[config.mk]
export PLATFORM = sky130hd
export DESIGN_NAME = pulse_swallow_div
export DESIGN_NICKNAME = d
export VERILOG_FILES = /design/src/rtl/pls_pkg.sv /design/src/rtl/pls_limit.sv /design/src/rtl/pls_prescaler.sv /design/src/rtl/pls_counters.sv /design/src/rtl/pulse_swallow_div.sv
export SDC_FILE = /design/constraint.sdc
export NUM_CORES = 1
export LEC_CHECK = 0
export ABC_AREA = 1
export BUFFER_PORTS_ARGS = -buffer_cell sky130_fd_sc_hd__buf_2
export CORE_ASPECT_RATIO = 0.75
export CORE_MARGIN = 3
export CORE_UTILIZATION = 60
export DETAILED_ROUTE_END_ITERATION = 16
export GPL_TIMING_DRIVEN = 0
export PLACE_DENSITY = 0.84
export SYNTH_ARGS = -nofsm -noshare
export SYNTH_HDL_FRONTEND = slang
export SYNTH_SLANG_ARGS = --single-unit
export TNS_END_PERCENT = 1
[constraint.sdc]
create_clock -name clk -period 4.4 [get_ports clk]
set_clock_uncertainty 0.05 [all_clocks]
set_input_delay 1.1 -clock clk [delete_from_list [all_inputs] [get_ports clk]]
set_output_delay 1.1 -clock clk [all_outputs]
set_load 0.05 [all_outputs]
[src/rtl/pls_pkg.sv]
package pls_pkg;
  // prescaler base selection
  typedef enum logic {
    MOD_LO = 1'b0,
    MOD_HI = 1'b1
  } pmod_e;
endpackage

[src/rtl/pls_limit.sv]
module pls_limit #(
  parameter int A_W   = 7,
  parameter int B_W   = 11,
  parameter int P_LO  = 64,
  parameter int P_HI  = 128,
  parameter int B_MIN = 3
) (
  input  pls_pkg::pmod_e   sel,
  input  logic [A_W-1:0]   a_in,
  input  logic [B_W-1:0]   b_in,
  output logic [A_W-1:0]   a_eff,
  output logic [B_W-1:0]   b_eff
);
  localparam int LW = B_W + 1;

  logic [LW-1:0] base;
  logic [LW-1:0] b_wide;
  logic [LW-1:0] a_wide;
  logic [LW-1:0] a_lim;

  always_comb begin
    b_eff  = (b_in < B_W'(B_MIN)) ? B_W'(B_MIN) : b_in;
    base   = (sel == pls_pkg::MOD_HI) ? LW'(P_HI) : LW'(P_LO);
    b_wide = {1'b0, b_eff};
    a_wide = {{(LW-A_W){1'b0}}, a_in};
    a_lim  = (base < b_wide) ? base : b_wide;
    a_eff  = (a_wide > a_lim) ? a_lim[A_W-1:0] : a_in;
  end
endmodule

[src/rtl/pls_prescaler.sv]
module pls_prescaler #(
  parameter int P_LO = 64,
  parameter int P_HI = 128
) (
  input  logic           clk,
  input  logic           rst_n,
  input  logic           clr,
  input  logic           run,
  input  pls_pkg::pmod_e sel,
  input  logic           plus1,
  output logic           wrap
);
  localparam int PW = $clog2(P_HI + 1);

  logic [PW-1:0] pcnt;
  logic [PW-1:0] last;

  always_comb begin
    last = (sel == pls_pkg::MOD_HI) ? PW'(P_HI - 1) : PW'(P_LO - 1);
    if (plus1) last = last + PW'(1);
  end

  assign wrap = run && (pcnt == last);

  always_ff @(posedge clk or negedge rst_n) begin
    if (!rst_n)      pcnt <= '0;
    else if (clr)    pcnt <= '0;
    else if (run)    pcnt <= wrap ? '0 : pcnt + PW'(1);
  end
endmodule

[src/rtl/pls_counters.sv]
module pls_counters #(
  parameter int A_W = 7,
  parameter int B_W = 11
) (
  input  logic           clk,
  input  logic           rst_n,
  input  logic           clr,
  input  logic           wrap,
  input  logic [A_W-1:0] a_eff,
  input  logic [B_W-1:0] b_eff,
  output logic           a_nz,
  output logic           pulse
);
  logic [A_W-1:0] a_idx;
  logic [B_W-1:0] b_idx;
  logic           term;

  // swallow cycles still owed in this period
  assign a_nz = a_idx < a_eff;
  // last prescaler cycle of the period
  assign term = b_idx >= (b_eff - B_W'(1));

  always_ff @(posedge clk or negedge rst_n) begin
    if (!rst_n) begin
      a_idx <= '0;
      b_idx <= '0;
      pulse <= 1'b0;
    end else if (clr) begin
      a_idx <= '0;
      b_idx <= '0;
      pulse <= 1'b0;
    end else begin
      pulse <= wrap && term;
      if (wrap) begin
        if (term) begin
          a_idx <= '0;
          b_idx <= '0;
        end else begin
          b_idx <= b_idx + B_W'(1);
          if (a_nz) a_idx <= a_idx + A_W'(1);
        end
      end
    end
  end
endmodule

[src/rtl/pulse_swallow_div.sv]
module pulse_swallow_div #(
  parameter int A_W   = 7,
  parameter int B_W   = 11,
  parameter int P_LO  = 64,
  parameter int P_HI  = 128,
  parameter int B_MIN = 3
) (
  input  logic           clk,
  input  logic           rst_n,
  input  logic           cnt_reset,
  input  logic           pdn,
  input  logic           mode_hi,
  input  logic [A_W-1:0] swallow_a,
  input  logic [B_W-1:0] main_b,
  output logic           div_pulse
);
  pls_pkg::pmod_e sel;
  logic [A_W-1:0] a_eff;
  logic [B_W-1:0] b_eff;
  logic           run;
  logic           wrap;
  logic           a_nz;

  assign sel = pls_pkg::pmod_e'(mode_hi);
  assign run = !cnt_reset && !pdn;

  pls_limit #(.A_W(A_W), .B_W(B_W), .P_LO(P_LO), .P_HI(P_HI), .B_MIN(B_MIN)) u_lim (
    .sel(sel), .a_in(swallow_a), .b_in(main_b), .a_eff(a_eff), .b_eff(b_eff)
  );

  pls_prescaler #(.P_LO(P_LO), .P_HI(P_HI)) u_pre (
    .clk(clk), .rst_n(rst_n), .clr(cnt_reset), .run(run),
    .sel(sel), .plus1(a_nz), .wrap(wrap)
  );

  pls_counters #(.A_W(A_W), .B_W(B_W)) u_cnt (
    .clk(clk), .rst_n(rst_n), .clr(cnt_reset), .wrap(wrap),
    .a_eff(a_eff), .b_eff(b_eff), .a_nz(a_nz), .pulse(div_pulse)
  );
endmodule

==> out/metrics.cfg, run 1 <==
[layout]
num-fill-cells=214
syn_to_final_growth_pct=32.9
multiInputGateArea_sq_um=2110
area.sequential_sq_um=676
final_layout_size_suffix_gt1_share_pct=32.2
utilization_pct=84.5
final_nets=465
num_antenna_cells=0

[route]
wl_met2_um=4050
drtIter0Drc=333
drt-vias-per-instance=6.21
wl_met3_um=780
drc_errors=0
wl_per_cell_um=18.5
wl_um=8600
dr.pass1.iters=6
postRouteAntennaNets=0
via_count=2887
top_layer=met4
wl_met1_um=3470

[sta]
slew_viol_final=0
worst_slack_ps=-1580
finalCritPeriodShare_pct=136
worst_slew_pin_slew_ps=643
setup_violations=27
finalCriticalPeriod_ps=5980
fmax_mhz=167
slew-limit-headroom_pct=57.1
rsz0062_at_grt=yes
hold_viol=0

[synth]
synth_area_sq_um=2630
synth_top_area_share_pct=25.7
avgSynthCellArea_sq_um=7.17
synth_area_leader_cell=dfrtp_1
synthesis.nets=420
ys_types=36
synthCells=366
yosys-top-cells-area=dfrtp_1 (26%), ha_1 (15%), nand2_1 (14%), xor2_1 (6.0%), nand3_1 (5.5%)
synth_seq_area_share_pct=25.7
synth_warnings=0
ys_ff_latch=27

[critical_path]
cpMostUsedCell=nand2_2
worstPathArrival_ps=6170
critical_path_class=in2reg
cp-end-kind=flip-flop
rr_worst_depth=14
cp_max_fo=8
crit_start=main_b[5]
required_ps=4590
slowest_delay_ps=410
reg2reg_from=u_cnt.a_idx[4]$_DFFE_PN0P_
endpoint=u_cnt.a_idx[5]$_DFFE_PN0P_
reg2reg_slack_ps=1110
slowest_stage=a2111oi_4
startpoint_type=primary input
timing.rr.end=u_cnt.a_idx[5]$_DFFE_PN0P_

[power]
power.density_nw_per_um2=187
power_frac_seq_pct=40.8
pwr-share-clk_pct=23.4
p_sw_uw=233
comb_power_share_pct=35.9
ir_worst_vdd_uv=123
p_int_uw=420
power.leakage_nw=1.67
swShare_pct=35.7

[clock_network]
tritoncts=built
cts.sinks=27
cts-root-buf=clkbuf_8
clk_pin_slew_ps=110
clk_latency_ps=290
clk_path_buf_depth=2
cts_buffers=3
cts_max_level=1

[hold_path]
hold_class=reg2reg

[die]
fp.dieH_um=63.3
dieArea_sq_um=5210
core_area_sq_um=4130
core.rowCount=20
ioPinCount=24
initial_core_util_pct=63.6
die_w_um=82.4

[global_route]
grtUsageTotal_pct=24.5
grt_max_degree=28
grt_pass1_vias=2279
grt_pass1_wl_um=10200
antenna_found_initial=0
grt-ovfl-total=0

[placed_design]
dp_hpwl_um=4600
pre_cts_slack_ps=-1790
gp_congestion=0.905
port_buffers=23

[job]
maxCapViolCount=0

[run_status]
status=finished, violations left
violations=negative setup slack

==> power by group through the flow <==
stage                     logic, mW  registers [mW]  clock network [mW]
after floorplan               0.105           0.267                   0
after CTS                     0.152           0.264               0.148
final                         0.234           0.266               0.153
after global routing          0.252           0.267               0.168
after global placement        0.143           0.269                   0
after detailed placement      0.148           0.269                   0
==> per-stage QoR <==
| stage | power (mW) | TNS (ps) | instances | cell area (sq um) | hold slack [ps] |
|---|---|---|---|---|---|
| CTS | 0.564 | -33020 | 448 | 2880 | 507 |
| global placement | 0.412 | -44230 | 444 | 2820 | 472 |
| floorplan | 0.372 | -25920 | 366 | 2630 | 440 |
| finish | 0.653 | -41090 | 465 | 3490 | 544 |
| detailed placement | 0.417 | -46930 | 444 | 2820 | 483 |
| global route | 0.688 | -46280 | 465 | 3490 | 581 |
==> sequential cells by signal (all words and copies together), names as in the netlist <==
register and flops:
u_cnt.pulse 1, u_pre.pcnt 8, u_cnt.a_idx 7, u_cnt.b_idx 11
==> Yosys cell counts (all sizes together) <==
library cell / n
nand2: 104
inv: 41
nor2: 34
ha: 31
nand3: 31
dfrtp: 27
nor3: 21
xor2: 18
o21ai: 17
a21oi: 12
nand4: 8
xnor2: 5
buf: 4
clkbuf: 3
a2111oi: 1
a211oi: 1
a21o: 1
a22oi: 1
and3: 1
nand3b: 1
nor3b: 1
nor4: 1
o22ai: 1
or2: 1
==> logic make-up after synthesis <==
group	count (synthesis)	synth area share, %
adders and majority gates	31	14.8
and+or+nand+nor	203	36.8
xor gates and xnor gates	23	7.67
buffers and inverters	48	7.91
DFF	27	25.7
AOI/OAI and AO/OA	34	7.10
==> cells in the final DEF, fill, tap and decap left out, types with 8 or more instances in the layout <==
cell,Yosys,layout
a21oi_1,12,9
buf_2,1,16
buf_4,0,12
dfrtp_1,27,27
ha_1,31,24
inv_1,36,30
inv_2,5,10
nand2_1,95,70
nand2_2,7,22
nand2_4,1,10
nand3_1,29,24
nand4_1,8,8
nor2_1,30,24
nor3_1,18,17
o21ai_0,15,8
xor2_1,18,17
==> metal layers <==
layer / up-vias / GRT usage (%)
met1: 1344 / 35.3
met5: - / 0
met4: 0 / 4.36
li1: 1302 / -
met2: 199 / 38.7
met3: 42 / 4.00
==> critical path: cells and delay by family <==
| family | cells | cell delay (ps) |
|---|---|---|
| xor gates and xnor gates | 1 | 160 |
| AOI/OAI and AO/OA | 4 | 970 |
| and+or+nand+nor | 22 | 2230 |
| buffers and inverters | 7 | 740 |
| adders and majority gates | 4 | 930 |
==> final cells by class <==
class                      count  area share [%]
timing repair buffer          39            10.3
buffer                         7            2.08
sequential                    27            19.4
multi-input combinational    292            60.5
clock buffer                   4            1.29
inverter                      41            4.48
tap                           55            1.97
==> worst min-delay path by stage <==
stage | slack [ps] | end | cells after the start | start
floorplan | 440 | u_cnt.a_idx[6]$_DFFE_PN0P_ | 2 | u_cnt.a_idx[6]$_DFFE_PN0P_
CTS | 510 | u_cnt.a_idx[6]$_DFFE_PN0P_ | 2 | u_cnt.a_idx[6]$_DFFE_PN0P_
detailed placement | 480 | u_cnt.a_idx[6]$_DFFE_PN0P_ | 2 | u_cnt.a_idx[6]$_DFFE_PN0P_
finish | 540 | u_cnt.b_idx[10]$_DFFE_PN0P_ | 2 | u_cnt.b_idx[10]$_DFFE_PN0P_
global route | 580 | u_pre.pcnt[0]$_DFFE_PN0P_ | 2 | u_pre.pcnt[0]$_DFFE_PN0P_
global placement | 470 | u_cnt.a_idx[6]$_DFFE_PN0P_ | 2 | u_cnt.a_idx[6]$_DFFE_PN0P_
==> repair_timing <==
item	CTS	global route
cloned	0	5
setup buffers	0	12
hold buffers	0	0
setup endpoints to repair	27	27
resized for setup	6	102
pin swaps	0	44
No activity file was read; power rests on OpenSTA's default activity.
==> inputs of run 2 (changes only) <==
- SKIP_CTS_REPAIR_TIMING: not set -> 1
==> run 2 against run 1 <==
  * The flow still finishes with violations (negative setup slack)
  * Die area unchanged
  * Cell area is 0.97% lower
  * Global-route usage fell by 0.059 points
  * Register-to-register slack gained 80 ps
  * Maximum frequency rose by 1.0%
  * Utilization shrank 0.82 points
  * Clock power decreased by 3%
  * Sequential cell count stayed put
  * Critical path type unchanged
  * Critical endpoint is now u_cnt.b_idx[5]$_DFFE_PN0P_
  * Highest routed layer unchanged
==> out/metrics.cfg, run 2 (synthesized netlist as in run 1, its figures left out) <==
[sta]
finalCriticalPeriod_ps=5920  ; was 5980 ps
hold_viol=0  ; unchanged
fmax_mhz=169  ; was 167 MHz
worst_slew_pin_slew_ps=631  ; was 643 ps
worst_slack_ps=-1520  ; was -1580 ps
slew-limit-headroom_pct=58.0  ; was 57.1%
setup_violations=27  ; unchanged
rsz0062_at_grt=yes  ; unchanged
slew_viol_final=0  ; unchanged
finalCritPeriodShare_pct=135  ; was 136%

[clock_network]
cts_buffers=3  ; unchanged
tritoncts=built  ; unchanged
clk_path_buf_depth=2  ; unchanged
clk_pin_slew_ps=100  ; was 110 ps
cts_max_level=1  ; unchanged
clk_latency_ps=290  ; about the same
cts.sinks=27  ; unchanged
cts-root-buf=clkbuf_8  ; unchanged

[layout]
layoutNonFillerInstCount=464  ; was 465
largest_reg_flops=11  ; unchanged
final_nets=464  ; was 465
multiInputGateArea_sq_um=2110  ; about the same
num_antenna_cells=0  ; unchanged
area.sequential_sq_um=676  ; unchanged
layout_common_cells=nand2_1 (70), inv_1 (30), dfrtp_1 (27), nand3_1 (25)  ; was nand2_1 (70), inv_1 (30), dfrtp_1 (27)
final_layout_size_suffix_gt1_share_pct=32.0  ; was 32.2%
utilization_pct=83.7  ; was 84.5%
top_register=u_cnt.b_idx  ; unchanged
num-fill-cells=211  ; was 214
final_common_cell=nand2_1  ; unchanged
syn_to_final_growth_pct=31.6  ; was 32.9%
reg.largest.list=u_cnt.b_idx (11), u_pre.pcnt (8), u_cnt.a_idx (7)  ; unchanged

[die]
fp.dieH_um=63.3  ; unchanged
core_area_sq_um=4130  ; unchanged
ioPinCount=24  ; unchanged
core.rowCount=20  ; unchanged
die_w_um=82.4  ; unchanged
dieArea_sq_um=5210  ; unchanged
initial_core_util_pct=63.6  ; unchanged

[route]
drt-vias-per-instance=6.11  ; was 6.21
drtIter0Drc=331  ; was 333
wl_per_cell_um=18.2  ; was 18.5 um
postRouteAntennaNets=0  ; unchanged
wl_um=8440  ; was 8600 um
via_count=2837  ; was 2,887
drc_errors=0  ; unchanged
dr.pass1.iters=5  ; was 6

[critical_path]
cpMostUsedCell=nand2_2  ; unchanged
slowest_stage=a2111oi_4  ; unchanged
critical_path_class=in2reg  ; unchanged
worstPathArrival_ps=6100  ; was 6170 ps
startpoint_type=primary input  ; unchanged
rr_worst_depth=14  ; unchanged
cp-end-kind=flip-flop  ; unchanged
required_ps=4580  ; was 4590 ps
slowest_delay_ps=380  ; was 410 ps
cp_max_fo=8  ; unchanged

[global_route]
grt_pass1_vias=2282  ; was 2,279
grt_max_degree=28  ; unchanged
antenna_found_initial=0  ; unchanged
grt_pass1_wl_um=10100  ; was 10,200 um
grtUsageTotal_pct=24.4  ; was 24.5%
grt-ovfl-total=0  ; unchanged

[job]
maxCapViolCount=0  ; unchanged

[placed_design]
gp_congestion=0.905  ; unchanged
dp_cells=444  ; unchanged
dp_hpwl_um=4600  ; unchanged
port_buffers=23  ; unchanged

[run_status]
violations=negative setup slack  ; unchanged
status=finished, violations left  ; unchanged

[power]
power.density_nw_per_um2=187  ; about the same
ir_worst_vdd_uv=128  ; was 123 uV
power.leakage_nw=1.65  ; was 1.67 nW

[hold_path]
holdPathStages=2  ; unchanged
hold_class=reg2reg  ; unchanged

[run 2: changes by cell type in the layout (fill, tap and decap cells not counted), sizes merged]
| cell | delta |
|---|---|
| clkbuf | -1 |
[run 2: per-layer routing]
layer	routed length, um	up-vias	global-route usage [%]
met5	0	-	0
met4	390	0	4.77
met3	737	44	4.29
met2	4000	182	38.2
met1	3320	1319	35.2
li1	-	1292	-
[run 2: through the flow]
step	setup TNS (ps)	cell area [sq um]	hold slack, ps	power (mW)	setup WS [ps]
floorplan	-25920	2630	440	0.372	-992
global placement	-44230	2820	472	0.412	-1680
detailed placement	-46930	2820	483	0.417	-1790
CTS	-40420	2860	507	0.562	-1550
global route	-44840	3450	564	0.678	-1730
finish	-38920	3450	518	0.645	-1520
[run 2: final cells by class]
class | instances | area share [%]
Inverter | 41 | 4.60
Multi-Input combinational cell | 292 | 61.1
Clock buffer | 4 | 1.30
Sequential cell | 27 | 19.6
Buffer | 7 | 1.99
Tap cell | 55 | 1.99
Timing Repair Buffer | 38 | 9.49
[run 2: critical path: cells and delay by family]
kind | cells | cell delay (ps)
AO/OA/AOI/OAI | 4 | 900
XOR/XNOR | 1 | 150
adder cells (fa/ha/maj) | 4 | 990
buffers and inverters | 5 | 620
AND/OR/NAND/NOR | 20 | 2300
[run 2: power breakdown]
| group | switching [mW] | internal (mW) |
|---|---|---|
| Clock | 0.0840 | 0.0652 |
| Sequential | 0.0104 | 0.255 |
| Combinational | 0.135 | 0.0949 |
| Total | 0.230 | 0.415 |
[run 2: path summary, 6_finish.rpt]
kind	from	end	slack, ps
setup / recovery	main_b[5]	u_cnt.b_idx[5]$_DFFE_PN0P_	-1520
hold / removal	u_cnt.a_idx[6]$_DFFE_PN0P_	u_cnt.a_idx[6]$_DFFE_PN0P_	520
setup reg to reg	u_cnt.a_idx[4]$_DFFE_PN0P_	u_cnt.b_idx[5]$_DFFE_PN0P_	1190
hold reg to reg	u_cnt.a_idx[6]$_DFFE_PN0P_	u_cnt.a_idx[6]$_DFFE_PN0P_	520
max in group asynchronous	rst_n	u_cnt.b_idx[0]$_DFFE_PN0P_	3110
min in group asynchronous	rst_n	u_pre.pcnt[4]$_DFFE_PN0P_	770
==> inputs of run 3 (changes only) <==
- ABC_AREA: 1 -> not set
- PLACE_DENSITY: 0.84 -> 0.85
==> run 3 against run 2 <==
  * The run still ends with negative setup slack left
  * Sequential share of layout area is 2.8 points higher
  * Utilization down 3.8 points
  * Non-clock buffer count decreased by 1
  * Sequential power fell by 4%
  * Wire length decreased by 16%
  * Synthesized cell count shrank 24%
  * Worst hold slack got worse by 11 ps
  * Combinational power decreased by 27%
  * Critical path type unchanged
==> out/metrics.cfg, run 3 <==
[run_status]
status=finished, violations left  ; unchanged
violations=negative setup slack  ; unchanged

[layout]
final_common_cell=dfrtp_1  ; was nand2_1
num_antenna_cells=0  ; unchanged
largest_reg_flops=11  ; unchanged
reg.largest.list=u_cnt.b_idx (11), u_pre.pcnt (8), u_cnt.a_idx (7)  ; unchanged
syn_to_final_growth_pct=24.3  ; was 31.6%
layout_common_cells=dfrtp_1 (27), ha_1 (26), nor2_1 (25), buf_2 (21), nand2_1 (19)  ; was nand2_1 (70), inv_1 (30), dfrtp_1 (27), nand3_1 (25)
num-fill-cells=215  ; was 211
final_nets=377  ; was 464
final_layout_size_suffix_gt1_share_pct=29.5  ; was 32.0%
top_register=u_cnt.b_idx  ; unchanged

[synth]
synthAdderAreaFrac_pct=16.0  ; was 14.8%
synth_seq_area_share_pct=27.8  ; was 25.7%
yosys.area_share.simple_pct=23.7  ; was 36.8%
synth_edf_count=0  ; unchanged
yosys-top-cells-area=dfrtp_1 (28%), ha_1 (16%), nor2_1 (4.5%), xor2_1 (4.3%), nand2_1 (3.4%)  ; was dfrtp_1 (26%), ha_1 (15%), nand2_1 (14%), xor2_1 (6.0%), nand3_1 (5.5%)
yosys.area_share.xor_xnor_pct=7.58  ; was 7.67%
synth_flop_cell=dfrtp_1  ; unchanged
synth_area_sq_um=2430  ; was 2630 sq um
avgSynthCellArea_sq_um=8.70  ; was 7.17 sq um
synth-compound-area-share_pct=20.8  ; was 7.10%
synth_top_family_by_area=simple AND/OR/NAND/NOR gates  ; unchanged
synth_top_area_share_pct=27.8  ; was 25.7%
yosysMostFrequentCell=ha_1  ; was nand2_1
synthesis.nets=333  ; was 420
synthArstFlopShare_pct=100  ; unchanged
synth_area_leader_cell=dfrtp_1  ; unchanged
ys_ff_latch=27  ; unchanged
synth_common_cells=ha_1 (31), nor2_1 (29), dfrtp_1 (27)  ; was nand2_1 (95), inv_1 (36), ha_1 (31)
synthCells=279  ; was 366
synth_mux_area_share_pct=0.412  ; was 0%
ys_types=48  ; was 36
synth_warnings=0  ; unchanged

[clock_network]
cts_max_level=1  ; unchanged
cts.sinks=27  ; unchanged
cts_buffers=3  ; unchanged
cts-root-buf=clkbuf_8  ; unchanged
tritoncts=built  ; unchanged
clk_latency_ps=280  ; was 290 ps
clk_path_buf_depth=2  ; unchanged
clk_pin_slew_ps=100  ; about the same

[critical_path]
reg2reg_slack_ps=-70  ; was 1190 ps
slowest_stage=or4_4  ; was a2111oi_4
cp_max_fo=8  ; unchanged
critical_path_class=in2reg  ; unchanged
worstPathArrival_ps=8210  ; was 6100 ps
crit_start=main_b[4]  ; was main_b[5]
slowest_delay_ps=570  ; was 380 ps
rr_worst_depth=14  ; unchanged
reg2reg_from=u_cnt.a_idx[4]$_DFFE_PN0P_  ; unchanged
required_ps=4570  ; was 4580 ps
startpoint_type=primary input  ; unchanged
timing.rr.end=u_cnt.b_idx[9]$_DFFE_PN0P_  ; was u_cnt.b_idx[5]$_DFFE_PN0P_
cp-end-kind=flip-flop  ; unchanged

[sta]
rsz0062_at_grt=yes  ; unchanged
hold_viol=0  ; unchanged
worst_slew_pin_slew_ps=803  ; was 631 ps
finalCriticalPeriod_ps=8030  ; was 5920 ps
fmax_mhz=124  ; was 169 MHz
finalCritPeriodShare_pct=183  ; was 135%
setup_violations=27  ; unchanged
slew-limit-headroom_pct=45.1  ; was 58.0%
slew_viol_final=0  ; unchanged
worst_slack_ps=-3630  ; was -1520 ps
tns_ps=-91740  ; was -38,920 ps

[die]
core_area_sq_um=3780  ; was 4130 sq um
initial_core_util_pct=64.2  ; was 63.6%
ioPinCount=24  ; unchanged
die_w_um=79.4  ; was 82.4 um
dieArea_sq_um=4850  ; was 5210 sq um
core.rowCount=19  ; was 20
fp.dieH_um=61.1  ; was 63.3 um

[placed_design]
pre_cts_slack_ps=-4090  ; was -1790 ps
gp_congestion=0.846  ; was 0.905
port_buffers=22  ; was 23
dp_hpwl_um=4450  ; was 4600 um

[global_route]
grt_pass1_vias=1981  ; was 2,282
grt_max_degree=28  ; unchanged
antenna_found_initial=0  ; unchanged
grt-ovfl-total=0  ; unchanged
grt_pass1_wl_um=9230  ; was 10,100 um
grtUsageTotal_pct=24.3  ; was 24.4%

[route]
wl_per_cell_um=18.9  ; was 18.2 um
drt-vias-per-instance=6.60  ; was 6.11
wl_um=7070  ; was 8440 um
dr.pass1.iters=6  ; was 5
via_count=2467  ; was 2,837
postRouteAntennaNets=0  ; unchanged
drtIter0Drc=236  ; was 331
drc_errors=0  ; unchanged

[job]
maxCapViolCount=0  ; unchanged

[hold_path]
min_from=u_cnt.b_idx[10]$_DFFE_PN0P_  ; was u_cnt.a_idx[6]$_DFFE_PN0P_
holdPathStages=2  ; unchanged
hold_class=reg2reg  ; unchanged
holdPathEnd=u_cnt.b_idx[10]$_DFFE_PN0P_  ; was u_cnt.a_idx[6]$_DFFE_PN0P_

[power]
ir_worst_vdd_uv=142  ; was 128 uV
power.density_nw_per_um2=190  ; was 187 nW/um^2
power.leakage_nw=1.34  ; was 1.65 nW

-- run 3: worst max-delay path by stage --
stage | depth (start not counted) | to | slack [ps]
after floorplan | 30 | u_cnt.b_idx[9]$_DFFE_PN0P_ | -3340
after global placement | 32 | u_cnt.b_idx[9]$_DFFE_PN0P_ | -3960
after detailed placement | 32 | u_cnt.b_idx[9]$_DFFE_PN0P_ | -4090
after CTS | 32 | u_cnt.a_idx[3]$_DFFE_PN0P_ | -3810
after global routing | 30 | u_cnt.b_idx[9]$_DFFE_PN0P_ | -3850
final | 30 | u_cnt.b_idx[9]$_DFFE_PN0P_ | -3630
-- run 3: layer usage --
layer  global-route usage (%)  wire, um  share of wire (%)  up-vias
li1                         -         -                  -     1115
met5                        0         0                  0        -
met3                     4.24       597                8.4       24
met4                     4.17       152                2.1        0
met1                     35.9      2940                 42     1182
met2                     38.4      3390                 48      146
-- run 3: layout make-up --
type | instances | area, sq um | share of cell area [%]
Timing Repair Buffer | 40 | 255 | 8.46
Sequential cell | 27 | 676 | 22.4
Tap cell | 52 | 65.1 | 2.16
Buffer | 4 | 31.3 | 1.04
Inverter | 15 | 56.3 | 1.87
Multi-Input combinational cell | 232 | 1890 | 62.6
Clock buffer | 4 | 45.0 | 1.49
-- run 3: worst max-delay path, delay by kind of cell --
family / cells / cell delay, ps
simple gates: 12 / 3450
compound gates: 11 / 2420
xor+xnor: 1 / 140
fa+ha+maj: 4 / 850
buf+inv: 2 / 230
-- run 3: logic make-up after synthesis --
group / after synthesis
AOI/OAI and AO/OA: 68
DFF: 27
and+or+nand+nor: 111
buffers and inverters: 20
xor gates and xnor gates: 21
adders and majority gates: 31
muxes: 1
-- run 3: where the power goes --
group          total, mW  switching (mW)  internal (mW)
sequential         0.256         0.00499          0.251
combinational      0.169          0.0936         0.0751
clock              0.149          0.0837         0.0652
-- run 3: metrics by stage --
step                      hold WS, ps  instance area [sq um]  utilization (%)  power [mW]  instances
after floorplan                   455                   2490                -       0.342        279
after global placement            482                   2660             70.4       0.379        353
after detailed placement          492                   2660             70.4       0.384        353
after CTS                         511                   2710             71.6       0.528        357
after global routing              562                   3020             79.8       0.597        374
final                             507                   3020             79.8       0.574        374
